<file path="config.mk">
export PLATFORM = sky130hd
export DESIGN_NAME = intr_arbiter
export DESIGN_NICKNAME = d
export VERILOG_FILES = /design/src/rtl/intr_arb_pkg.sv /design/src/rtl/intr_arb_gate.sv /design/src/rtl/intr_arb_prio.sv /design/src/rtl/intr_arb_seq.sv /design/src/rtl/intr_arbiter.sv
export SDC_FILE = /design/constraint.sdc
export NUM_CORES = 1
export LEC_CHECK = 0
export BUFFER_PORTS_ARGS = -buffer_cell sky130_fd_sc_hd__buf_2
export CORE_ASPECT_RATIO = 0.5
export CORE_MARGIN = 1.5
export CORE_UTILIZATION = 35
export DETAILED_ROUTE_END_ITERATION = 10
export HOLD_SLACK_MARGIN = 0.03
export SLEW_MARGIN = 20
export SYNTH_ARGS = -nofsm -noshare
export SYNTH_HDL_FRONTEND = slang
export SYNTH_SLANG_ARGS = --single-unit
</file>
<file path="constraint.sdc">
create_clock -name clk -period 1.5 [get_ports clk]
set_input_delay 0.15 -clock clk [delete_from_list [all_inputs] [get_ports clk]]
set_output_delay 0.15 -clock clk [all_outputs]
set_load 0.03 [all_outputs]
</file>
<file path="src/rtl/intr_arb_pkg.sv">
// Shared constants for the interrupt arbiter: source indices (priority order,
// index 0 highest), class masks and the sequencer state type.
package intr_arb_pkg;

    localparam int NUM_SRC = 14;
    localparam int CAUSE_W = $clog2(NUM_SRC + 1);

    // Source indices; a lower index wins arbitration.
    localparam int SRC_RESET  = 0;
    localparam int SRC_MCHK   = 1;
    localparam int SRC_DEBUG  = 2;
    localparam int SRC_HDEC   = 3;
    localparam int SRC_EXT    = 4;
    localparam int SRC_CEXT   = 5;
    localparam int SRC_WDOG   = 6;
    localparam int SRC_CDBELL = 7;
    localparam int SRC_FIXT   = 8;
    localparam int SRC_PIT    = 9;
    localparam int SRC_DEC    = 10;
    localparam int SRC_DBELL  = 11;
    localparam int SRC_PERF   = 12;
    localparam int SRC_THERM  = 13;

    typedef logic [NUM_SRC-1:0] src_vec_t;
    typedef logic [CAUSE_W-1:0] cause_t;

    localparam cause_t CAUSE_NONE = cause_t'(NUM_SRC);

    // Sources delivered without any enable.
    localparam src_vec_t MASK_ALWAYS = src_vec_t'((1 << SRC_RESET) | (1 << SRC_MCHK) | (1 << SRC_DEBUG));
    // Critical class, gated by the critical enable.
    localparam src_vec_t MASK_CRIT   = src_vec_t'((1 << SRC_CEXT) | (1 << SRC_WDOG) | (1 << SRC_CDBELL));
    // Ordinary class, gated by the external enable.
    localparam src_vec_t MASK_ORD    = src_vec_t'((1 << SRC_FIXT) | (1 << SRC_PIT) | (1 << SRC_DEC) |
                                                  (1 << SRC_DBELL) | (1 << SRC_PERF) | (1 << SRC_THERM));
    // Sources that always clear on delivery (decrementer handled separately).
    localparam src_vec_t MASK_SELFCLR = src_vec_t'((1 << SRC_RESET) | (1 << SRC_MCHK) | (1 << SRC_DEBUG) |
                                                   (1 << SRC_HDEC) | (1 << SRC_WDOG) | (1 << SRC_CDBELL) |
                                                   (1 << SRC_FIXT) | (1 << SRC_PIT) | (1 << SRC_DBELL) |
                                                   (1 << SRC_PERF) | (1 << SRC_THERM));

    typedef enum logic {
        ST_IDLE = 1'b0,
        ST_WAIT = 1'b1
    } arb_state_t;

endpackage

</file>
<file path="src/rtl/intr_arb_gate.sv">
// Enable gating: turns raw pending bits into eligible bits using the core
// enables and partition control, and builds the per-source clear mask.
// Assumes pending bits are already synchronous to clk.
module intr_arb_gate
    import intr_arb_pkg::*;
(
    input  logic     [NUM_SRC-1:0] pend_i,
    input  logic                   ext_en_i,
    input  logic                   crit_en_i,
    input  logic                   hv_mode_i,
    input  logic                   hv_support_i,
    input  logic                   part_ext_guest_i,
    input  logic                   part_hdec_en_i,
    input  logic                   dec_auto_clr_i,
    output logic     [NUM_SRC-1:0] elig_o,
    output logic     [NUM_SRC-1:0] clr_mask_o
);

    src_vec_t class_en;
    logic     hdec_ok;
    logic     ext_ok;

    // Purpose: enable mask per priority class.
    always_comb begin
        class_en = MASK_ALWAYS;
        if (crit_en_i) class_en = class_en | MASK_CRIT;
        if (ext_en_i)  class_en = class_en | MASK_ORD;
    end

    // Purpose: special conditions for the hypervisor timer and external input.
    always_comb begin
        hdec_ok = part_hdec_en_i && (ext_en_i || !hv_mode_i);
        ext_ok  = ext_en_i || (hv_support_i && !hv_mode_i && !part_ext_guest_i);
    end

    // Purpose: combine class and special gating into eligible bits.
    always_comb begin
        elig_o           = pend_i & class_en;
        elig_o[SRC_HDEC] = pend_i[SRC_HDEC] && hdec_ok;
        elig_o[SRC_EXT]  = pend_i[SRC_EXT] && ext_ok;
    end

    // Purpose: which sources get a clear pulse when delivered.
    always_comb begin
        clr_mask_o          = MASK_SELFCLR;
        clr_mask_o[SRC_DEC] = dec_auto_clr_i;
    end

endmodule

</file>
<file path="src/rtl/intr_arb_prio.sv">
// Fixed-priority picker: bit 0 wins. Produces a one-hot grant, its index
// and an any-eligible flag. Purely combinational.
module intr_arb_prio #(
    parameter int N   = 14,
    parameter int IDX_W = $clog2(N + 1)
) (
    input  logic [N-1:0]     req_i,
    output logic [N-1:0]     grant_o,
    output logic [IDX_W-1:0] idx_o,
    output logic             any_o
);

    logic [N:0] higher;

    assign higher[0] = 1'b0;

    genvar g;
    generate
        for (g = 0; g < N; g++) begin : g_chain
            // Purpose: a bit is granted when no lower index is requesting.
            assign grant_o[g]  = req_i[g] && !higher[g];
            assign higher[g+1] = higher[g] || req_i[g];
        end
    endgenerate

    assign any_o = higher[N];

    // Purpose: encode the granted bit; N means nothing granted.
    always_comb begin
        idx_o = IDX_W'(N);
        for (int i = N - 1; i >= 0; i--) begin
            if (grant_o[i]) idx_o = IDX_W'(i);
        end
    end

endmodule

</file>
<file path="src/rtl/intr_arb_seq.sv">
// Delivery sequencer: registers a grant, strobes it once with its clear
// pulses, holds the cause until the core acknowledges, then re-arms.
// Assumes the acknowledge is a level or pulse sampled only while waiting.
module intr_arb_seq
    import intr_arb_pkg::*;
(
    input  logic               clk,
    input  logic               rst_n,
    input  logic [NUM_SRC-1:0] grant_i,
    input  cause_t             idx_i,
    input  logic               any_i,
    input  logic [NUM_SRC-1:0] clr_mask_i,
    input  logic               ack_i,
    output logic               deliver_o,
    output cause_t             cause_o,
    output logic [NUM_SRC-1:0] cause_oh_o,
    output logic [NUM_SRC-1:0] src_clr_o,
    output logic               busy_o
);

    arb_state_t state_q;

    // Purpose: state, strobe, cause and clear registers.
    always_ff @(posedge clk) begin
        if (!rst_n) begin
            state_q    <= ST_IDLE;
            deliver_o  <= 1'b0;
            cause_o    <= CAUSE_NONE;
            cause_oh_o <= '0;
            src_clr_o  <= '0;
        end else begin
            case (state_q)
                ST_IDLE: begin
                    if (any_i) begin
                        state_q    <= ST_WAIT;
                        deliver_o  <= 1'b1;
                        cause_o    <= idx_i;
                        cause_oh_o <= grant_i;
                        src_clr_o  <= grant_i & clr_mask_i;
                    end else begin
                        deliver_o  <= 1'b0;
                        cause_o    <= CAUSE_NONE;
                        cause_oh_o <= '0;
                        src_clr_o  <= '0;
                    end
                end
                default: begin
                    deliver_o <= 1'b0;
                    src_clr_o <= '0;
                    if (ack_i) begin
                        state_q    <= ST_IDLE;
                        cause_o    <= CAUSE_NONE;
                        cause_oh_o <= '0;
                    end
                end
            endcase
        end
    end

    assign busy_o = (state_q == ST_WAIT);

    AST_STROBE_ONCE: assert property (@(posedge clk) disable iff (!rst_n)
        deliver_o |=> !deliver_o);
    AST_HOLD_CAUSE: assert property (@(posedge clk) disable iff (!rst_n)
        (busy_o && !ack_i) |=> ($stable(cause_o) && $stable(cause_oh_o) && busy_o));
    AST_IDLE_NONE: assert property (@(posedge clk) disable iff (!rst_n)
        !busy_o |-> (cause_o == CAUSE_NONE && !deliver_o && cause_oh_o == '0));
    AST_CLR_WITH_STROBE: assert property (@(posedge clk) disable iff (!rst_n)
        (src_clr_o != '0) |-> (deliver_o && (src_clr_o & ~cause_oh_o) == '0));
    AST_ONE_HOT_CAUSE: assert property (@(posedge clk) disable iff (!rst_n)
        busy_o |-> $onehot(cause_oh_o));

endmodule

</file>
<file path="src/rtl/intr_arbiter.sv">
// Prioritized processor interrupt arbiter (top). Gates pending bits, picks
// the highest-priority eligible source, delivers it with a handshake and
// reports whether pending work remains. Pending bits are owned outside.
module intr_arbiter
    import intr_arb_pkg::*;
(
    input  logic        clk,
    input  logic        rst_n,
    input  logic [13:0] irq_pend_i,
    input  logic        ext_en_i,
    input  logic        crit_en_i,
    input  logic        hv_mode_i,
    input  logic        hv_support_i,
    input  logic        part_ext_guest_i,
    input  logic        part_hdec_en_i,
    input  logic        dec_auto_clr_i,
    input  logic        core_ack_i,
    output logic        deliver_o,
    output logic [3:0]  cause_o,
    output logic [13:0] cause_oh_o,
    output logic [13:0] src_clr_o,
    output logic        busy_o,
    output logic        hard_req_o
);

    src_vec_t elig;
    src_vec_t clr_mask;
    src_vec_t grant;
    cause_t   grant_idx;
    logic     grant_any;

    intr_arb_gate i_gate (
        .pend_i           (irq_pend_i),
        .ext_en_i         (ext_en_i),
        .crit_en_i        (crit_en_i),
        .hv_mode_i        (hv_mode_i),
        .hv_support_i     (hv_support_i),
        .part_ext_guest_i (part_ext_guest_i),
        .part_hdec_en_i   (part_hdec_en_i),
        .dec_auto_clr_i   (dec_auto_clr_i),
        .elig_o           (elig),
        .clr_mask_o       (clr_mask)
    );

    intr_arb_prio #(.N(NUM_SRC), .IDX_W(CAUSE_W)) i_prio (
        .req_i   (elig),
        .grant_o (grant),
        .idx_o   (grant_idx),
        .any_o   (grant_any)
    );

    intr_arb_seq i_seq (
        .clk        (clk),
        .rst_n      (rst_n),
        .grant_i    (grant),
        .idx_i      (grant_idx),
        .any_i      (grant_any),
        .clr_mask_i (clr_mask),
        .ack_i      (core_ack_i),
        .deliver_o  (deliver_o),
        .cause_o    (cause_o),
        .cause_oh_o (cause_oh_o),
        .src_clr_o  (src_clr_o),
        .busy_o     (busy_o)
    );

    // Purpose: pending work survives this cycle's clear pulses.
    assign hard_req_o = |(irq_pend_i & ~src_clr_o);

    AST_HDEC_GATE: assert property (@(posedge clk) disable iff (!rst_n)
        (deliver_o && cause_o == cause_t'(SRC_HDEC)) |->
        ($past(part_hdec_en_i) && ($past(ext_en_i) || !$past(hv_mode_i))));
    AST_EXT_GATE: assert property (@(posedge clk) disable iff (!rst_n)
        (deliver_o && cause_o == cause_t'(SRC_EXT)) |->
        ($past(ext_en_i) || ($past(hv_support_i) && !$past(hv_mode_i) && !$past(part_ext_guest_i))));
    AST_CRIT_GATE: assert property (@(posedge clk) disable iff (!rst_n)
        (deliver_o && (cause_oh_o & MASK_CRIT) != '0) |-> $past(crit_en_i));
    AST_LEVEL_KEEP: assert property (@(posedge clk) disable iff (!rst_n)
        (deliver_o && (cause_o == cause_t'(SRC_EXT) || cause_o == cause_t'(SRC_CEXT))) |-> (src_clr_o == '0));
    AST_DEC_CLR: assert property (@(posedge clk) disable iff (!rst_n)
        (deliver_o && cause_o == cause_t'(SRC_DEC)) |-> (src_clr_o[SRC_DEC] == $past(dec_auto_clr_i)));

endmodule

</file>
# --- Yosys cells after proc, flatten, opt, wreduce, memory -nomap -nowiden ---
# Index checks and enable logic that the tools add are counted.
totals:
  input_bits: 24
  register_bits: 34
  wordCells: 88
op_classes:
  eq_ne: 1
  reduce_logical: 51
  mux: 25
  bitwise: 6
op_table:
  columns: ["op", "n"]
  rows:
  - ["4-bit 2-to-1 mux", 16]
  - ["14-bit 2-to-1 mux", 4]
  - ["14-bit bitwise AND", 3]
  - ["1-bit logical AND", 18]
  - ["1-bit zero test", 15]
  - ["1-bit logical OR", 15]
  - ["14-bit inverter", 1]
  - ["14-bit OR reduction", 1]
  - ["8-bit 2-to-1 mux", 1]
  - ["1-bit 2-to-1 mux", 3]
  - ["3-bit OR reduction", 1]
  - ["2-bit 2-to-1 mux", 1]
  - ["2-bit != test, second input constant", 1]
  - ["1-bit inverter", 2]
  - ["2-bit OR reduction", 1]

# --- Depth between registers and ports, before layout ---
# Gate-level depths: netlist (run 1).
logic_depth:
  depth_word: 33
  ltp_mapped: 6
  ltp_nobuf: 6

# --- Modules after synthesis ---
# Synthesis (run 1) repeated with hierarchy kept, for this count alone.
hier_totals:
  hier_cells: 208
  area_unflattened_um2: 1724.2
modules_own_cells:
  columns: ["mod", "seq_area_each_um2", "cells_per_inst", "area_per_inst_um2", "n_inst"]
  rows:
  - ["intr_arb_seq", 680.7, 114, 1107.3, 1]
  - ["intr_arb_prio", 0.0, 38, 281.5, 1]
  - ["intr_arb_gate", 0.0, 33, 224.0, 1]
  - ["intr_arbiter", 0.0, 23, 111.4, 1]

# --- Worst setup path before layout (run 1) ---
# Ideal clock, no wire load.
synth_path:
  path_type: "input to register"
  from: "input irq_pend_i[8]"
  to: "register i_seq.cause_oh_o[2]"
  slack_ns: -0.126
  arrival_time_ns: 1.512
  setup_time_ns: 0.114
  n_path_buf: 0
  stages: 6
  required_time_ns: 1.386
  path_cell_list: "or4_4 > o31ai_4 > a41o_4 > inv_4 > and3_4 > a21o_1"
synth_between:
  elab_chain_len: 9
synth_lines:
  columns: ["item", "line_no", "text"]
  rows:
  - ["start, declared", "intr_arbiter.sv:9", "input logic [13:0] irq_pend_i,"]
  - ["14-bit bitwise AND", "intr_arb_gate.sv:38", "elig_o = pend_i & class_en;"]
  - ["1-bit logical OR (6 in series)", "intr_arb_prio.sv:22", "assign higher[g+1] = higher[g] || req_i[g];"]
  - ["14-bit 2-to-1 mux", "intr_arb_seq.sv:34", "if (any_i) begin"]
  - ["14-bit 2-to-1 mux", "intr_arb_seq.sv:32", "case (state_q)"]
  - ["end signal, assigned", "intr_arb_seq.sv:38", "cause_oh_o <= grant_i;"]
  - ["end, declared", "intr_arb_seq.sv:16", "output logic [NUM_SRC-1:0] cause_oh_o,"]
# No other way between the ends.
# A chain may end at the register's enable or synchronous reset.

# --- Worst setup path in the final report (run 1) ---
layout_path:
  from: "register i_seq.src_clr_o[3]"
  to: "output hard_req_o"
layout_between:
  elab_chain_len: 3
layout_lines:
  columns: ["item", "line_no", "text"]
  rows:
  - ["start, declared", "intr_arb_seq.sv:17", "output logic [NUM_SRC-1:0] src_clr_o,"]
  - ["start signal, assigned", "intr_arb_seq.sv:39", "src_clr_o <= grant_i & clr_mask_i;"]
  - ["14-bit inverter", "intr_arbiter.sv:68", "assign hard_req_o = |(irq_pend_i & ~src_clr_o);"]
  - ["14-bit bitwise AND", "intr_arbiter.sv:68", null]
  - ["14-bit OR reduction", "intr_arbiter.sv:68", null]
  - ["end, declared", "intr_arbiter.sv:23", "output logic hard_req_o"]
# No other way between the ends.

==> reports/metrics.cfg, run 1 <==
[worst_setup_path]
critPathRequiredTime_ns=1.35
endpoint_kind=primary output
cp_cell_sequence=inv_2 -> a21oi_4 -> o221ai_2 -> a2111oi_2 -> nand2_1 -> buf_6
slowest_stage=dfxtp_2
crit_end=hard_req_o
rr_startpoint=i_seq.busy_o
regToRegSetupSlack_ns=0.08
cp.depth=6
startpoint_type=flop
crit_family=compound AO/OA/AOI/OAI gates
crit_start=i_seq.src_clr_o[3]
reg2reg_to=i_seq.cause_oh_o[9]
crit_buf_inv=2
reg2regPathDepth=5
crit_arrival_ns=1.47
critPathKind=reg2out
crit_path_max_fanout=2
slowest_delay_ns=0.33

[synth]
yosys.area.top_type=dfxtp_1
yosysTopAreaCellShare=0.473
synthTopCellsByCount=32 x dfxtp_1, 10 x a21o_1, 10 x inv_1
yosysMostFrequentCell=dfxtp_1
async_flop_share=0
synth_edf_count=0
ys.flop_type=dfxtp_1
synthTopCellsByArea=dfxtp_1 47%, a21o_1 5.5%, a21oi_1 3.3%, o31ai_4 3.1%, inv_1 2.8%
syn_area_per_cell_sq_um=9.47
synth_area_sq_mm=0.00135
yosysWarnings=0
synth_seq_cells=32
synth_cell_types=40
syn_inst=143
ys_seq_area_frac=0.473

[sta]
worst_slack_ns=-0.118
hold_viol_final=0
timing.final.crit_period_ns=1.62
fmax_ghz=0.618
timing.hold.ws_ns=0.0675
period_share=1.08
rsz0062_at_grt=yes
maxSlewViolCount=0
setup_violations=1
skew_ns=0.00578

[power_and_ir_drop]
vdd_drop_max_mv=0.468
internal_power_uw=1320
cellPowerDensity_mw_per_mm2=928
clkPwrFrac=0.343
switchingPower_uw=525
combPwrFrac=0.177
leakage_uw=0.00102
seqPwrFrac=0.480
switching_share=0.284

[detailed_routing]
first_iter_violations=68
drc=0
first_pass_iters=4
routedWlPerCell_microns=14.2
drt-total-wl_microns=3950
via_count=1378
drt-vias-per-instance=4.94
ant_nets=0

[finish]
drive_gt1_frac=0.461
fill_cells=358
area_delta_synth_final_pct=47.0
layout.nets=252
n_antenna_cell=0

[global_routing]
grt_use_met2=0.288
first_global_vias=1275
met1_usage=0.257
use_met3=0.0728
grt-busiest-layer=met2
grt.overflow.total=0
grt_max_degree=13
antenna_found_initial=0
grt_pass1_wl_microns=6000
grt_usage=0.193

[floorplan]
die_area_sq_mm=0.00427
coreArea_sq_mm=0.00357
die_h_microns=47.0
fp.dieW_microns=91.0
fp-row-count=15
boundaryPins=59
start_util=0.380

[clock_network]
cts.sinks=32
root_buffer=clkbuf_8
numCtsBuffers=5
hold_buffers=0
clkLatencyLatePin_ns=0.29
cts_tree=yes
clk_pin_slew_worst_paths_ns=0.07
clk_path_buf_depth=2
h-tree-depth=2

[outcome]
violations=negative setup slack
status=complete, but fails checks

[placement]
io_buffers=56
place_congestion=0.883
preCtsSetupSlack_ns=-0.269
post-dp-hpwl_microns=3070

[hold_path]
hold_class=in2reg

[job]
max_cap_violations=0

==> worst min path at each step <==
stage,start,end,slack (ns),cells past startpoint
CTS,dec_auto_clr_i,i_seq.src_clr_o[10],0.07,2
finish,dec_auto_clr_i,i_seq.src_clr_o[10],0.07,2
global route,dec_auto_clr_i,i_seq.src_clr_o[10],0.07,2
floorplan,irq_pend_i[0],i_seq.src_clr_o[1],0.24,1
detailed placement,dec_auto_clr_i,i_seq.src_clr_o[10],0.36,2
global placement,dec_auto_clr_i,i_seq.src_clr_o[10],0.36,2
==> per-stage QoR <==
stage / power (uW) / TNS, ns / util / instance area [sq um] / instances
after CTS: 1840 / -0.137 / 0.548 / 1950 / 279
after global routing: 1910 / -0.234 / 0.558 / 1990 / 279
final: 1850 / -0.118 / 0.558 / 1990 / 279
after detailed placement: 1220 / -4.04 / 0.524 / 1870 / 272
after floorplan: 1070 / -0.357 / - / 1360 / 144
after global placement: 1220 / -3.68 / 0.524 / 1870 / 272
==> worst register-to-register path, cell delays in order (launching register included) <==
cell,delay (ns)
dfxtp_1,0.31
nand2b_1,0.21
a41o_4,0.30
buf_4,0.16
nor4_2,0.27
a21o_1,0.12
==> cell usage in the layout, fill, tap and decap left out, types with 3 or more instances in the layout <==
cell type	synthesis	final
buf_2	0	54
nand2b_1	3	3
and2_1	3	3
a21o_1	10	10
o22ai_1	3	3
nor2_1	8	8
dfxtp_1	32	30
nor3_1	6	6
o21ai_0	7	7
nand3_1	3	3
inv_1	10	9
buf_4	2	25
nor2b_1	4	4
clkbuf_8	0	5
a21oi_1	9	8
and3_1	3	3
nand2_1	8	8
==> cell families (layout without fill, tap and decap cells) <==
kind of cell / Yosys count / count (layout) / share of synthesized area
and+or+nand+nor: 50 / 50 / 0.216
AOI/OAI and AO/OA: 45 / 45 / 0.259
DFF: 32 / 32 / 0.473
buffers and inverters: 15 / 99 / 0.0490
other: 1 / 2 / 0.00277
==> power groups by stage <==
stage	clock network, uW	logic (uW)	registers [uW]
final	634	326	887
after floorplan	0	109	958
after global routing	673	351	889
after global placement	0	312	906
after CTS	635	318	887
after detailed placement	0	315	905
==> sequential cells by signal (all words and copies together), names as in the netlist <==
name              flops
i_seq.cause_o         4
i_seq.cause_oh_o     14
i_seq.deliver_o       1
i_seq.src_clr_o      12
i_seq.busy_o          1
==> what timing repair did <==
action	4_1_cts	5_1_grt
pin swaps	2	3
setup endpoints to repair	1	3
setup buffers	0	0
gates resized for setup	3	7
gates cloned	0	0
==> metal layers <==
metal | share of wire | vias up | wire length (microns)
li1 | - | 684 | -
met1 | 0.50 | 639 | 1960
met2 | 0.41 | 50 | 1610
met3 | 0.086 | 5 | 339
met4 | 0.011 | 0 | 45
met5 | 0 | - | 0
==> area by class of cell <==
class	instances	area, sq um	area share
multi-input cells	97	681	0.342
flip-flops and latches	32	643	0.323
repair buffers	81	480	0.242
clock buffers	6	72.6	0.0365
well taps	51	63.8	0.0321
inverters	11	43.8	0.0220
clock inverters	1	5.00	0.00252
(Power assumes the default switching activity.)
==> run 2, diff against run 1 <==
CORE_UTILIZATION = 42   (was 35)
PLACE_DENSITY = 0.75   (was unset)
==> run 2 against run 1 <==
Effect of this change:
- the flow still finishes with violations (negative setup slack)
- sequential power about the same
- critical endpoint unchanged
- via count increased by 1.1%
- largest cell class unchanged
- maximum frequency increased by 5.7%
- clock power increased by 12%
- count of clock-buffer cells in the layout increased by 1
- total power increased by 4.6%
- utilization increased by 11 points
- critical path type unchanged
- global-route usage increased by 2.8 points
==> reports/metrics.cfg, run 2 (synthesized netlist as in run 1, its figures left out) <==
[outcome]
status=complete, but fails checks
violations=negative setup slack

[power_and_ir_drop]
leakage_uw=0.00105
vdd_drop_max_mv=0.666
cellPowerDensity_mw_per_mm2=956

[placement]
dpl_cell_area_sq_mm=0.00187
place_congestion=0.939
post-dp-hpwl_microns=2970
io_buffers=56
preCtsSetupSlack_ns=-0.286

[sta]
skew_ns=0.00792
fmax_ghz=0.653
timing.hold.ws_ns=0.0579
setup_violations=1
rsz0062_at_grt=yes
timing.final.crit_period_ns=1.53
hold_viol_final=0
period_share=1.02
maxSlewViolCount=0
worst_slack_ns=-0.0306

[global_routing]
grt_usage=0.220
grt_max_degree=11
antenna_found_initial=0
first_global_vias=1304
grt.overflow.total=0
grt_pass1_wl_microns=5980

[worst_setup_path]
reg2regPathDepth=5
reg2reg_to=i_seq.cause_oh_o[9]
crit_family=compound AO/OA/AOI/OAI gates
crit_arrival_ns=1.38
startpoint_type=flop
critPathRequiredTime_ns=1.35
regToRegSetupSlack_ns=0.12
crit_path_max_fanout=2
cp_cell_sequence=nor2b_2 -> a21oi_4 -> o221ai_2 -> a2111oi_2 -> nand2_1 -> buf_6
slowest_delay_ns=0.33
crit_buf_inv=1
slowest_stage=dfxtp_2
critPathKind=reg2out
cp.depth=6
crit_start=i_seq.src_clr_o[0]
endpoint_kind=primary output
rr_startpoint=i_seq.busy_o

[detailed_routing]
drt-total-wl_microns=3800
first_iter_violations=66
routedWlPerCell_microns=14.1
drt-vias-per-instance=5.16
drc=0
first_pass_iters=4
via_count=1393
ant_nets=0

[finish]
mostFrequentLayoutCells=54 x buf_2, 30 x dfxtp_1, 27 x buf_4
fill_cells=262
design_area_sq_mm=0.00202
final_core_util=0.667
n_antenna_cell=0
drive_gt1_frac=0.474
top_register=i_seq.cause_oh_o
layout.nets=254
final_common_cell=buf_2
largest_reg_flops=14
top_regs=i_seq.cause_oh_o x14, i_seq.src_clr_o x12, i_seq.cause_o x4
regArea_sq_um=643
multi_input_area_sq_um=692
area_delta_synth_final_pct=49.3

[hold_path]
hp-start=dec_auto_clr_i
hold_path_end=i_seq.src_clr_o[10]
hold_class=in2reg
hold_depth=2

[floorplan]
die_area_sq_mm=0.00359
boundaryPins=59
fp.dieW_microns=83.3
start_util=0.447
die_h_microns=43.1
coreArea_sq_mm=0.00303
fp-row-count=14

[clock_network]
clk_pin_slew_worst_paths_ns=0.07
clk_path_buf_depth=2
cts_tree=yes
clkLatencyLatePin_ns=0.29
cts.sinks=32
h-tree-depth=2
numCtsBuffers=5
root_buffer=clkbuf_8
hold_buffers=0

[job]
max_cap_violations=0

==> run 2: how the worst max path moves through the flow <==
| stage | end |
|---|---|
| floorplan | i_seq.cause_oh_o[2] |
| global placement | i_seq.cause_oh_o[3] |
| detailed placement | i_seq.cause_oh_o[2] |
| CTS | hard_req_o |
| global route | hard_req_o |
| finish | hard_req_o |
==> run 2: routing by layer <==
layer,share of wire,vias to the layer above,GRT usage,routed length (microns)
met5,0,-,0,0
met4,0.021,0,0.100,78
met3,0.078,9,0.0681,297
met2,0.43,53,0.325,1640
met1,0.47,644,0.297,1790
li1,-,687,-,-
==> run 2: per-stage QoR <==
stage / setup TNS [ns] / power [uW] / instances
final: -0.0306 / 1930 / 270
after global routing: -0.141 / 2000 / 270
after CTS: -0.152 / 1930 / 270
after detailed placement: -3.60 / 1220 / 263
after global placement: -3.20 / 1220 / 263
after floorplan: -0.357 / 1070 / 144
==> run 2: layout make-up <==
type,count,share of cell area
multi-input combinational,97,0.342
sequential,32,0.318
timing repair buffer,83,0.245
clock buffer,7,0.0477
tap,40,0.0248
inverter,11,0.0217
==> run 2: what timing repair did <==
action	4_1_cts	5_1_grt
endpoints found under the setup margin	1	5
setup buffers	0	0
pin swaps	3	1
gates resized for setup	5	7
==> run 2: where the power goes <==
| part | internal, uW | switching, uW |
|---|---|---|
| logic | 135 | 193 |
| registers | 876 | 14.4 |
| clock network | 408 | 305 |
